### config.mk
export PLATFORM = sky130hd
export DESIGN_NAME = dbr_msg_router
export DESIGN_NICKNAME = d
export VERILOG_FILES = /design/src/rtl/dbr_pkg.sv /design/src/rtl/dbr_type_dec.sv /design/src/rtl/dbr_target.sv /design/src/rtl/dbr_pend_cell.sv /design/src/rtl/dbr_msg_router.sv
export SDC_FILE = /design/constraint.sdc
export NUM_CORES = 1
export LEC_CHECK = 0
export ABC_AREA = 1
export CAP_MARGIN = 20
export CELL_PAD_IN_SITES_DETAIL_PLACEMENT = 0
export CELL_PAD_IN_SITES_GLOBAL_PLACEMENT = 1
export CORE_AREA = 2 2 94 96
export CTS_CLUSTER_SIZE = 8
export DETAILED_ROUTE_END_ITERATION = 8
export DIE_AREA = 0 0 96 98
export DONT_BUFFER_PORTS = 1
export HOLD_SLACK_MARGIN = 0.15
export PLACE_DENSITY_LB_ADDON = 0.2
export SLEW_MARGIN = 25
export SYNTH_ARGS = -nofsm -noshare
export SYNTH_HDL_FRONTEND = slang
export SYNTH_SLANG_ARGS = --single-unit
export TNS_END_PERCENT = 20
### constraint.sdc
create_clock -name clk -period 2.9 [get_ports clk]
set_clock_uncertainty 0.2 [all_clocks]
set_input_delay 0.29 -clock clk [delete_from_list [all_inputs] [get_ports clk]]
set_output_delay 0.29 -clock clk [all_outputs]
set_load 0.01 [all_outputs]
### src/rtl/dbr_pkg.sv
`timescale 1ns/1ps
package dbr_pkg;
  localparam int MSG_W     = 32;
  localparam int TYPE_HI   = 31;
  localparam int TYPE_LO   = 27;
  localparam int TYPE_W    = TYPE_HI - TYPE_LO + 1;
  localparam int BCAST_BIT = 26;
  localparam int TAG_W     = 14;

  typedef enum logic [TYPE_W-1:0] {
    MT_NORM  = 5'd0,
    MT_CRIT  = 5'd1,
    MT_GNORM = 5'd2,
    MT_GCRIT = 5'd3,
    MT_GMCHK = 5'd4
  } msg_type_e;

  typedef struct packed {
    logic norm;
    logic crit;
  } db_kind_t;

  function automatic db_kind_t kind_of(input logic [TYPE_W-1:0] t);
    db_kind_t k;
    k = '0;
    case (t)
      MT_NORM: k.norm = 1'b1;
      MT_CRIT: k.crit = 1'b1;
      default: k = '0;
    endcase
    return k;
  endfunction
endpackage

### src/rtl/dbr_type_dec.sv
`timescale 1ns/1ps
module dbr_type_dec
  import dbr_pkg::*;
(
  input  logic [TYPE_W-1:0] type_i,
  output db_kind_t          kind_o
);
  always_comb kind_o = kind_of(type_i);
endmodule

### src/rtl/dbr_target.sv
`timescale 1ns/1ps
module dbr_target
  import dbr_pkg::*;
#(
  parameter int NUM_CORES = 4
) (
  input  logic                       bcast_i,
  input  logic [TAG_W-1:0]           tag_i,
  input  logic [NUM_CORES*TAG_W-1:0] pir_i,
  output logic [NUM_CORES-1:0]       hit_o
);
  for (genvar g = 0; g < NUM_CORES; g++) begin : g_cmp
    assign hit_o[g] = bcast_i | (pir_i[g*TAG_W +: TAG_W] == tag_i);
  end
endmodule

### src/rtl/dbr_pend_cell.sv
`timescale 1ns/1ps
module dbr_pend_cell (
  input  logic clk,
  input  logic rst,
  input  logic set_i,
  input  logic drop_i,
  output logic pend_o
);
  always_ff @(posedge clk) begin
    if (rst)         pend_o <= 1'b0;
    else if (set_i)  pend_o <= 1'b1;
    else if (drop_i) pend_o <= 1'b0;
  end
endmodule

### src/rtl/dbr_msg_router.sv
`timescale 1ns/1ps
module dbr_msg_router
  import dbr_pkg::*;
#(
  parameter int NUM_CORES = 4
) (
  input  logic                       clk,
  input  logic                       rst,
  input  logic                       send_valid,
  input  logic [MSG_W-1:0]           send_msg,
  input  logic [NUM_CORES-1:0]       clr_valid,
  input  logic [NUM_CORES*MSG_W-1:0] clr_msg,
  input  logic [NUM_CORES-1:0]       ack_norm,
  input  logic [NUM_CORES-1:0]       ack_crit,
  input  logic [NUM_CORES*TAG_W-1:0] core_pir,
  output logic [NUM_CORES-1:0]       db_pend,
  output logic [NUM_CORES-1:0]       cdb_pend
);
  localparam int MID_LO = TAG_W;
  localparam int MID_HI = BCAST_BIT - 1;
  localparam int CLR_REST_W = TYPE_LO;

  db_kind_t               send_kind;
  logic [NUM_CORES-1:0]   hit;
  logic [NUM_CORES-1:0]   unused_clr_rest;
  logic                   unused_send_mid;

  assign unused_send_mid = ^send_msg[MID_HI:MID_LO];

  dbr_type_dec u_send_dec (
    .type_i (send_msg[TYPE_HI:TYPE_LO]),
    .kind_o (send_kind)
  );

  dbr_target #(.NUM_CORES(NUM_CORES)) u_target (
    .bcast_i (send_msg[BCAST_BIT]),
    .tag_i   (send_msg[TAG_W-1:0]),
    .pir_i   (core_pir),
    .hit_o   (hit)
  );

  for (genvar g = 0; g < NUM_CORES; g++) begin : g_core
    db_kind_t   clr_kind;
    logic [MSG_W-1:0] word;
    logic set_n, set_c, drop_n, drop_c;

    assign word = clr_msg[g*MSG_W +: MSG_W];
    assign unused_clr_rest[g] = ^word[CLR_REST_W-1:0];

    dbr_type_dec u_clr_dec (
      .type_i (word[TYPE_HI:TYPE_LO]),
      .kind_o (clr_kind)
    );

    assign set_n  = send_valid & send_kind.norm & hit[g];
    assign set_c  = send_valid & send_kind.crit & hit[g];
    assign drop_n = (clr_valid[g] & clr_kind.norm) | ack_norm[g];
    assign drop_c = (clr_valid[g] & clr_kind.crit) | ack_crit[g];

    dbr_pend_cell u_norm (
      .clk    (clk),
      .rst    (rst),
      .set_i  (set_n),
      .drop_i (drop_n),
      .pend_o (db_pend[g])
    );

    dbr_pend_cell u_crit (
      .clk    (clk),
      .rst    (rst),
      .set_i  (set_c),
      .drop_i (drop_c),
      .pend_o (cdb_pend[g])
    );
  end
endmodule

Word level (Yosys, flattened, before mapping). Index checks and enable logic that the tools add are counted. Widths: inputs -> output; s select.

Register bits after elaboration: 8. Bits in latches: 0. Bits in writable memories: 0. ROM bits: 0. Bits of input ports: 231. Output and inout bits: 8. Word-level logic and storage cells: 86. Memories kept: 0.

Add/subtract/negate cells: 0. Multiply operators: 0. Divide/modulo/power cells: 0. $lt $le $gt $ge: 0. Eq/ne operators: 9. Shifts and indexed selects: 0. Mux-type cells: 26. Bitwise operators: 30. Reduce and logical (&&, ||, !) cells: 13.

Operator list (count): $eq 14x14->1 (4); $mux 1 (26); $eq 5x1->1 const B (5); $logic_not 5->1 (5); $and 1x1->1 (18); $reduce_bool 2->1 (8); $or 1x1->1 (12).

Longest topological paths before layout. Gate-level depths: netlist (run 1).

Word-level depth: 6. Gate-level depth with buffers: 10. Gate-level depth less buffers: 10.

By module. A second synthesis (run 1) with hierarchy kept.

Cells, all modules: 394. Area total of the unflattened synthesis: 1704.1 sq um.

By module, submodules not included: dbr_target (instances 1, cells each 271, area each 1059.8 sq um, seq. area each 0.0 sq um); dbr_pend_cell (instances 8, cells each 5, area each 40.0 sq um, seq. area each 20.0 sq um); dbr_type_dec (instances 5, cells each 9, area each 36.3 sq um, seq. area each 0.0 sq um); dbr_msg_router (instances 1, cells each 38, area each 142.6 sq um, seq. area each 0.0 sq um).

Worst setup path before layout (run 1). Ideal clock, no wire load.

Kind: input port to flip-flop. Start point: input send_msg[11]. End point: register g_core[0].u_norm.pend_o. Library setup time: 0.070 ns. Arrival: 0.977 ns. Required time: 2.630 ns. Path slack: 1.653 ns. Stages on the path: 8. Buffers on the path: 1. Path through: buf_2 xnor2_1 nand2_1 nor2_1 nand2_1 nand2_1 nand2_1 a21oi_1.

Cells in the longest elaborated chain, start to end: 4. Elaborated cells on any way between the ends: 5. Those cells by class: 1 x eq/ne; 1 x mux; 2 x bitwise; 1 x reduce/logical.

Ends and longest elaborated chain: start, declared (line dbr_msg_router.sv:10) `input logic [MSG_W-1:0] send_msg,`; $eq 14x14->1 * (line dbr_target.sv:13) `assign hit_o[g] = bcast_i | (pir_i[g*TAG_W +: TAG_W] == tag_i);`; $or 1x1->1 * (line dbr_target.sv:13); $and 1x1->1 * (line dbr_msg_router.sv:55) `assign set_n = send_valid & send_kind.norm & hit[g];`; $mux 1 / $reduce_bool 2->1 (equally long branches); end signal, assigned (line dbr_pend_cell.sv:10) `if (rst) pend_o <= 1'b0;`; end signal, assigned (line dbr_pend_cell.sv:11) `else if (set_i) pend_o <= 1'b1;`; end signal, assigned (line dbr_pend_cell.sv:12) `else if (drop_i) pend_o <= 1'b0;`; end, declared (line dbr_pend_cell.sv:7) `output logic pend_o`.

Mark *: on every way between the ends. The rest lies on a longest branch, timed or not. A chain may end at the register's enable or synchronous reset.

Final worst setup path (run 1).
Start point: input ack_norm[2]. End point: register g_core[2].u_norm.pend_o.

Cells in the longest elaborated chain, start to end: 2.

Ends and longest elaborated chain: start, declared (line dbr_msg_router.sv:13) `input logic [NUM_CORES-1:0] ack_norm,`; $or 1x1->1 (line dbr_msg_router.sv:57) `assign drop_n = (clr_valid[g] & clr_kind.norm) | ack_norm[g];`; $reduce_bool 2->1 (no source line); end signal, assigned (line dbr_pend_cell.sv:10); end signal, assigned (line dbr_pend_cell.sv:11); end signal, assigned (line dbr_pend_cell.sv:12); end, declared (line dbr_pend_cell.sv:7).

Every way passes these cells.

==> flow_summary.json, run 1 <==
{
  "p_per_area_nw_per_um2": 205,
  "yosysTopAreaCellShare_pct": 42.2,
  "finalHoldViolations": 0,
  "syn2layout_area_growth_pct": 18.0,
  "synth_seq_area_share_pct": 10.2,
  "drive_gt1_share_pct": 4.89,
  "cp-startpoint": "ack_norm[2]",
  "dieHeight_um": 98,
  "maxCapViolations": 0,
  "cp-endpoint": "g_core[2].u_norm.pend_o",
  "synth_fp_nets": 569,
  "drt-total-wl_um": 4620,
  "drt-vias-per-instance": 3.89,
  "status": "finished, final reports clean",
  "yosys_warnings": 0,
  "filler_cell_count": 1021,
  "root_buffer": "clkbuf_8",
  "synth_cell_types": 16,
  "reg2reg_depth": 4,
  "top_usage_layer": "met2",
  "grt.overflow.total": 0,
  "worstSetupEndpointType": "flop",
  "synth_area_leaders": "nand2_1 (42%), inv_1 (14%), dfxtp_1 (10%), nor2_1 (7.9%), xnor2_1 (4.5%)",
  "drtIter0Drc": 18,
  "maxSlewViolCount": 0,
  "met3_usage_pct": 3.55,
  "postSynthCellCount": 338,
  "worstPathArrival_ns": 2.22,
  "clock-sinks": 8,
  "r2r-start": "g_core[2].u_norm.pend_o",
  "avgSynthCellArea_um2": 4.66,
  "grt_pass1_wl_um": 6960,
  "ir_drop_uv": 80.7,
  "dp_hpwl_um": 4210,
  "cts_tree": "built",
  "synth_top_area_cell": "nand2_1",
  "hold_slack_ns": 0.150,
  "wire_per_inst_um": 10.1,
  "dr_total_vias": 1772,
  "dr.pass1.iters": 4,
  "syn_area_um2": 1570,
  "die_w_um": 96,
  "fmax_mhz": 444,
  "gp_congestion": 0.725,
  "maxSlewHeadroom_pct": 78.8,
  "clk_path_buf_depth": 2,
  "worstMarginPinSlew_ns": 0.316,
  "cts_inserted_buffers": 3,
  "tns_ns": 0,
  "path_class": "input pin to flop",
  "cts.clk_slew.worst_paths_ns": 0.04,
  "p_leak_uw": 0.00111,
  "fin_ws_ns": 0.649,
  "clkLatencyLatePin_ns": 0.22,
  "setup_viol": 0,
  "core_um2": 8470,
  "die_area_um2": 9410,
  "ant_nets": 0,
  "cts.repair.resized": 0,
  "n_antenna_cell": 0,
  "ios": 239,
  "grt_max_degree": 9,
  "grt.total_usage_pct": 9.17,
  "route.detailed.drc": 0,
  "worst_hold_startpoint": "clr_msg[123]",
  "required_ns": 2.87,
  "htree_levels": 1,
  "reg2reg_slack_ns": 0.92,
  "met1_usage_pct": 11.4,
  "min_path_type": "input pin to flop",
  "finalCritPeriodShare_pct": 77.6,
  "reg2reg_to": "g_core[2].u_norm.pend_o",
  "utilization_pct": 21.9,
  "cts_hold_buffers": 18,
  "met2_usage_pct": 14.9,
  "ys_seq_elements": 8,
  "min_period_ns": 2.25,
  "cp-start-kind": "input pin",
  "rsz0062_at_grt": "false",
  "dpl_worst_slack_ns": 1.43,
  "antenna_found_initial": 0,
  "nets": 581,
  "grt_pass1_vias": 1629,
  "port_buffers": 0,
  "cp_max_fo": 1,
  "start_util_pct": 18.6,
  "num_rows": 34,
  "cts_setup_buffers": 0
}
## Yosys cell counts, drive strengths merged
cell,instances
xnor2,8
buf,10
nand2,177
dfxtp,8
clkbuf,1
nor3,4
nor4,1
nand4,8
a21oi,8
inv,71
nand3b,8
nor4b,1
nor2,33
## cell usage in the layout, fill, tap and decap left out
cell type / n
nand4_1: 8
dfxtp_1: 8
nand2_1: 177
a21oi_1: 8
nor4_4: 1
nor2_1: 33
clkbuf_8: 3
nand3b_1: 8
nor4b_4: 1
nor3_1: 4
inv_2: 12
xnor2_1: 8
dlygate4sd3_1: 18
inv_1: 59
## state kept, by name, summed over array words and instances (netlist names)
signal	cells
g_core.u_crit.pend_o	4
g_core.u_norm.pend_o	4
## through the flow
step | cell area (um^2) | power [uW] | instances
floorplan | 1570 | 228 | 338
global placement | 1640 | 244 | 435
detailed placement | 1640 | 245 | 435
CTS | 1860 | 388 | 456
global route | 1860 | 418 | 456
finish | 1860 | 381 | 456
## worst min path at each step
| stage | depth (start not counted) | slack [ns] | endpoint |
|---|---|---|---|
| 2_1_floorplan | 2 | 0.26 | g_core[0].u_crit.pend_o |
| 3_3_place_gp | 1 | 0.16 | g_core[2].u_norm.pend_o |
| 3_5_place_dp | 1 | 0.16 | g_core[1].u_crit.pend_o |
| 4_1_cts | 3 | 0.15 | g_core[3].u_crit.pend_o |
| 5_1_grt | 3 | 0.18 | g_core[3].u_crit.pend_o |
| 6_report | 3 | 0.15 | g_core[3].u_crit.pend_o |
## routing by layer
| metal | wire length [um] | share of wire [%] |
|---|---|---|
| met3 | 735 | 16 |
| met4 | 21 | 0.45 |
| met1 | 1960 | 42 |
| met2 | 1910 | 41 |
| met5 | 0 | 0 |
## area by class of cell
type | instances | area [um^2] | share of cell area [%]
inverters | 71 | 267 | 14.4
multi-input cells | 248 | 1070 | 57.8
clock buffers | 3 | 41.3 | 2.22
well taps | 108 | 135 | 7.28
repair buffers | 18 | 180 | 9.70
flip-flops and latches | 8 | 160 | 8.63
## where the power goes
part	internal [uW]	leakage, uW	switching, uW
logic	64.5	0.00102	76.2
registers	111	0.0000645	0.614
clock network	89.5	0.0000216	39.3
## cell families after synthesis
logic type | count (synthesis) | synth area share (%)
buffers and inverters | 82 | 21.6
xor gates and xnor gates | 8 | 4.45
DFF | 8 | 10.2
and+or+nand+nor | 232 | 61.2
AOI/OAI and AO/OA | 8 | 2.54
## worst max-delay path, cell delays in order
cell and delay (ns):
dlygate4sd3_1 0.53, nand3b_1 0.16, dlygate4sd3_1 0.55, a21oi_1 0.13, dlygate4sd3_1 0.55
Note: power is estimated with default switching activity, not from simulation.
==> inputs of run 2 (changes only) <==
CORE_AREA = 2 2 93 95   (was 2 2 94 96)
DIE_AREA = 0 0 95 97   (was 0 0 96 98)
clock period = 2 ns   (was 2.9 ns; I/O delays follow)
==> flow_summary.json, run 2 (synthesized netlist as in run 1, its figures left out) <==
{
  "worstMarginPinSlew_ns": 0.328,
  "start_util_pct": 19.4,
  "gp_congestion": 0.759,
  "grt_pass1_wl_um": 7190,
  "dr.pass1.iters": 4,
  "tns_ns": 0,
  "filler_cell_count": 960,
  "maxSlewViolCount": 0,
  "cts_tree": "built",
  "drive_gt1_share_pct": 4.84,
  "syn2layout_area_growth_pct": 20.0,
  "nets": 584,
  "clkLatencyLatePin_ns": 0.22,
  "ant_nets": 0,
  "min_period_ns": 1.74,
  "dr_total_vias": 1753,
  "route.detailed.drc": 0,
  "layout_commonest_cell": "nand2_1",
  "ios": 239,
  "multi_input_area_um2": 1070,
  "ir_drop_uv": 118,
  "dieHeight_um": 97,
  "p_per_area_nw_per_um2": 294,
  "drtIter0Drc": 12,
  "regArea_um2": 160,
  "num_rows": 33,
  "status": "finished, final reports clean",
  "finalCritPeriodShare_pct": 87.2,
  "maxSlewHeadroom_pct": 77.9,
  "core_um2": 8130,
  "hold_slack_ns": 0.152,
  "maxCapViolations": 0,
  "final_cell_mix": "nand2_1 (177), inv_1 (59), nor2_1 (33)",
  "dp_hpwl_um": 4140,
  "finalHoldViolations": 0,
  "clock-sinks": 8,
  "die_area_um2": 9220,
  "p_leak_uw": 0.00112,
  "largestRegisters": "g_core.u_crit.pend_o x4, g_core.u_norm.pend_o x4",
  "stdcell_count": 456,
  "cp_max_fo": 4,
  "drt-total-wl_um": 4670,
  "antenna_found_initial": 0,
  "cp-start-kind": "input pin",
  "grt.overflow.total": 0,
  "rsz0062_at_grt": "false",
  "drt-vias-per-instance": 3.84,
  "htree_levels": 1,
  "required_ns": 1.90,
  "min_path_type": "input pin to flop",
  "n_antenna_cell": 0,
  "clk_path_buf_depth": 2,
  "power_uw": 554,
  "die_w_um": 95,
  "path_class": "input pin to flop",
  "fin_ws_ns": 0.256,
  "setup_viol": 0,
  "worstPathArrival_ns": 1.65,
  "grt_pass1_vias": 1677,
  "dpl_worst_slack_ns": 0.623,
  "grt_max_degree": 9,
  "worstSetupEndpointType": "flop",
  "cts_setup_buffers": 0,
  "place_inst": 432,
  "port_buffers": 0,
  "fmax_mhz": 574,
  "cts_inserted_buffers": 3,
  "grt.total_usage_pct": 9.71,
  "cts.clk_slew.worst_paths_ns": 0.04,
  "root_buffer": "clkbuf_8",
  "wire_per_inst_um": 10.2
}
-- run 2: through the flow --
stage	util (%)	area (um^2)
2_1_floorplan	-	1570
3_3_place_gp	20.1	1630
3_5_place_dp	20.1	1630
4_1_cts	23.2	1880
5_1_grt	23.2	1890
6_report	23.2	1890
-- run 2: critical path, cell delays in order --
cell and delay (ns):
dlygate4sd3_1 0.54, inv_1 0.10, nand2_1 0.10, nand2_1 0.07, a21oi_1 0.06, dlygate4sd3_1 0.57
-- run 2: layout make-up --
cell class / count / share of cell area [%]
multi-input combinational: 248 / 56.9
timing repair buffer: 21 / 11.4
tap: 105 / 6.96
clock buffer: 3 / 2.19
inverter: 71 / 14.1
sequential: 8 / 8.48
-- run 2: what timing repair did --
action | in CTS | in global routing
gates resized for setup | 0 | 2
endpoints found under the setup margin | 0 | 4
hold endpoints to repair | 8 | 0
hold buffers | 21 | 0
-- run 2: routing by layer --
| metal | wire, um | global-route usage, % |
|---|---|---|
| met1 | 2150 | 12.7 |
| met2 | 1870 | 15.1 |
| met3 | 655 | 3.74 |
| met4 | 0 | 2.01 |
| met5 | 0 | 0 |
-- run 2: worst paths after layout --
kind                           startpoint                 endpoint  slack [ns]  cells after the start
setup / recovery             send_msg[26]  g_core[2].u_crit.pend_o        0.26                      6
hold / removal                 send_valid  g_core[1].u_norm.pend_o        0.15                      4
setup reg to reg  g_core[2].u_crit.pend_o  g_core[2].u_crit.pend_o        0.54                      3
hold reg to reg   g_core[1].u_norm.pend_o  g_core[1].u_norm.pend_o        0.87                      3
-- run 2: power breakdown --
| part | internal (uW) | leakage [uW] | switching, uW |
|---|---|---|---|
| sequential | 161 | 0.0000645 | 0.861 |
| clock | 130 | 0.0000216 | 55.0 |
| combinational | 97.7 | 0.00103 | 110 |
==> inputs of run 3 (changes only) <==
PLACE_DENSITY = 0.49   (was unset)
PLACE_DENSITY_LB_ADDON = unset   (was 0.2)
==> flow_summary.json, run 3 (synthesized netlist as in run 1, its figures left out) <==
{
  "die_area_um2": 9220,
  "reg2reg_slack_ns": 0.54,
  "nets": 584,
  "p_per_area_nw_per_um2": 300,
  "hold_slack_ns": 0.194,
  "setup_viol": 0,
  "syn2layout_area_growth_pct": 19.6,
  "fin_ws_ns": 0.123,
  "n_antenna_cell": 0,
  "maxSlewHeadroom_pct": 78.3,
  "grt_pass1_wl_um": 7270,
  "cts.clk_slew.worst_paths_ns": 0.04,
  "cpPeakStageDelay_ns": 0.55,
  "htree_levels": 1,
  "cts_inserted_buffers": 3,
  "place_inst": 432,
  "required_ns": 1.97,
  "grt_pass1_vias": 1748,
  "drt-vias-per-instance": 3.89,
  "start_util_pct": 19.4,
  "r2r-start": "g_core[2].u_norm.pend_o",
  "dr.pass1.iters": 4,
  "ios": 239,
  "cp-start-kind": "input pin",
  "finalHoldViolations": 0,
  "clkLatencyLatePin_ns": 0.23,
  "maxCapViolations": 0,
  "min_period_ns": 1.88,
  "worstSetupEndpointType": "flop",
  "maxSlewViolCount": 0,
  "cp-endpoint": "g_core[1].u_norm.pend_o",
  "drive_gt1_share_pct": 5.41,
  "clock-sinks": 8,
  "status": "finished, final reports clean",
  "tns_ns": 0,
  "dr_total_vias": 1776,
  "root_buffer": "clkbuf_8",
  "dieHeight_um": 97,
  "utilization_pct": 23.2,
  "antenna_found_initial": 0,
  "path_class": "input pin to flop",
  "drtIter0Drc": 20,
  "cp-startpoint": "send_valid",
  "finalCritPeriodShare_pct": 93.8,
  "num_rows": 33,
  "die_w_um": 95,
  "cts_tree": "built",
  "wire_per_inst_um": 10.4,
  "port_buffers": 0,
  "clk_path_buf_depth": 2,
  "dpl_worst_slack_ns": 0.615,
  "gp_congestion": 0.774,
  "grt.overflow.total": 0,
  "dp_hpwl_um": 4210,
  "cp_slowest_cell": "dlygate4sd3_1",
  "route.detailed.drc": 0,
  "ant_nets": 0,
  "fmax_mhz": 533,
  "layout_commonest_cell": "nand2_1",
  "worstMarginPinSlew_ns": 0.324,
  "largestRegisters": "g_core.u_crit.pend_o x4, g_core.u_norm.pend_o x4",
  "crit_chain": "dlygate4sd3_1, inv_2, nor4_4, nand2_1, a21oi_1, dlygate4sd3_1",
  "crit_path_frequent_cell": "dlygate4sd3_1",
  "stdcell_count": 456,
  "ir_drop_uv": 108,
  "worstPathArrival_ns": 1.85,
  "drt-total-wl_um": 4740,
  "grt.total_usage_pct": 9.73,
  "rsz0062_at_grt": "false",
  "reg2reg_to": "g_core[2].u_norm.pend_o",
  "reg2reg_depth": 3,
  "final_cell_mix": "nand2_1 (177), inv_1 (58), nor2_1 (33)",
  "grt_max_degree": 9,
  "core_um2": 8130,
  "p_leak_uw": 0.00110,
  "cp_max_fo": 3,
  "min_path_type": "input pin to flop"
}
[run 3: cell type report]
class | count | area (um^2)
fill | 945 | 6250
multi-input combinational | 248 | 1070
inverter | 71 | 267
timing repair buffer | 21 | 210
sequential | 8 | 160
tap | 105 | 131
clock buffer | 3 | 41.3
[run 3: worst min path at each step]
stage,from,endpoint,slack [ns],cells past startpoint
after floorplan,send_msg[27],g_core[0].u_norm.pend_o,0.18,3
after global placement,rst,g_core[2].u_crit.pend_o,0.07,1
after detailed placement,rst,g_core[1].u_norm.pend_o,0.07,1
after CTS,send_msg[29],g_core[2].u_crit.pend_o,0.19,5
after global routing,send_msg[29],g_core[2].u_norm.pend_o,0.23,5
final,send_msg[29],g_core[2].u_crit.pend_o,0.19,5
[run 3: timing repair]
action | CTS | global route
hold buffers | 20 | 0
setup buffers | 0 | 1
endpoints found under the hold margin | 8 | 0
gates resized for setup | 0 | 2
setup endpoints to repair | 0 | 1
[run 3: metrics by stage]
stage	total power [uW]	instance area, um^2
4_1_cts	575	1870
2_1_floorplan	330	1570
5_1_grt	618	1880
3_3_place_gp	353	1630
3_5_place_dp	355	1630
6_report	566	1880
[run 3: critical path: cells and delay by family]
kind                   cells  cell delay, ns
AOI/OAI and AO/OA          1            0.12
and+or+nand+nor            2            0.37
buffers and inverters      3            1.17
[run 3: layer usage]
metal / vias to the layer above / routed length (um) / GRT usage (%) / part of all wire, %
met5: - / 0 / 0 / 0
met4: 0 / 34 / 2.01 / 0.72
met3: 4 / 668 / 3.74 / 14
met2: 93 / 1920 / 15.8 / 41
met1: 679 / 2110 / 12.1 / 45
li1: 1000 / - / - / -
[run 3: power by group]
part           leakage [uW]  switching, uW  internal [uW]
combinational       0.00101            112           98.8
sequential        0.0000645          0.879            161
clock             0.0000216           63.1            130
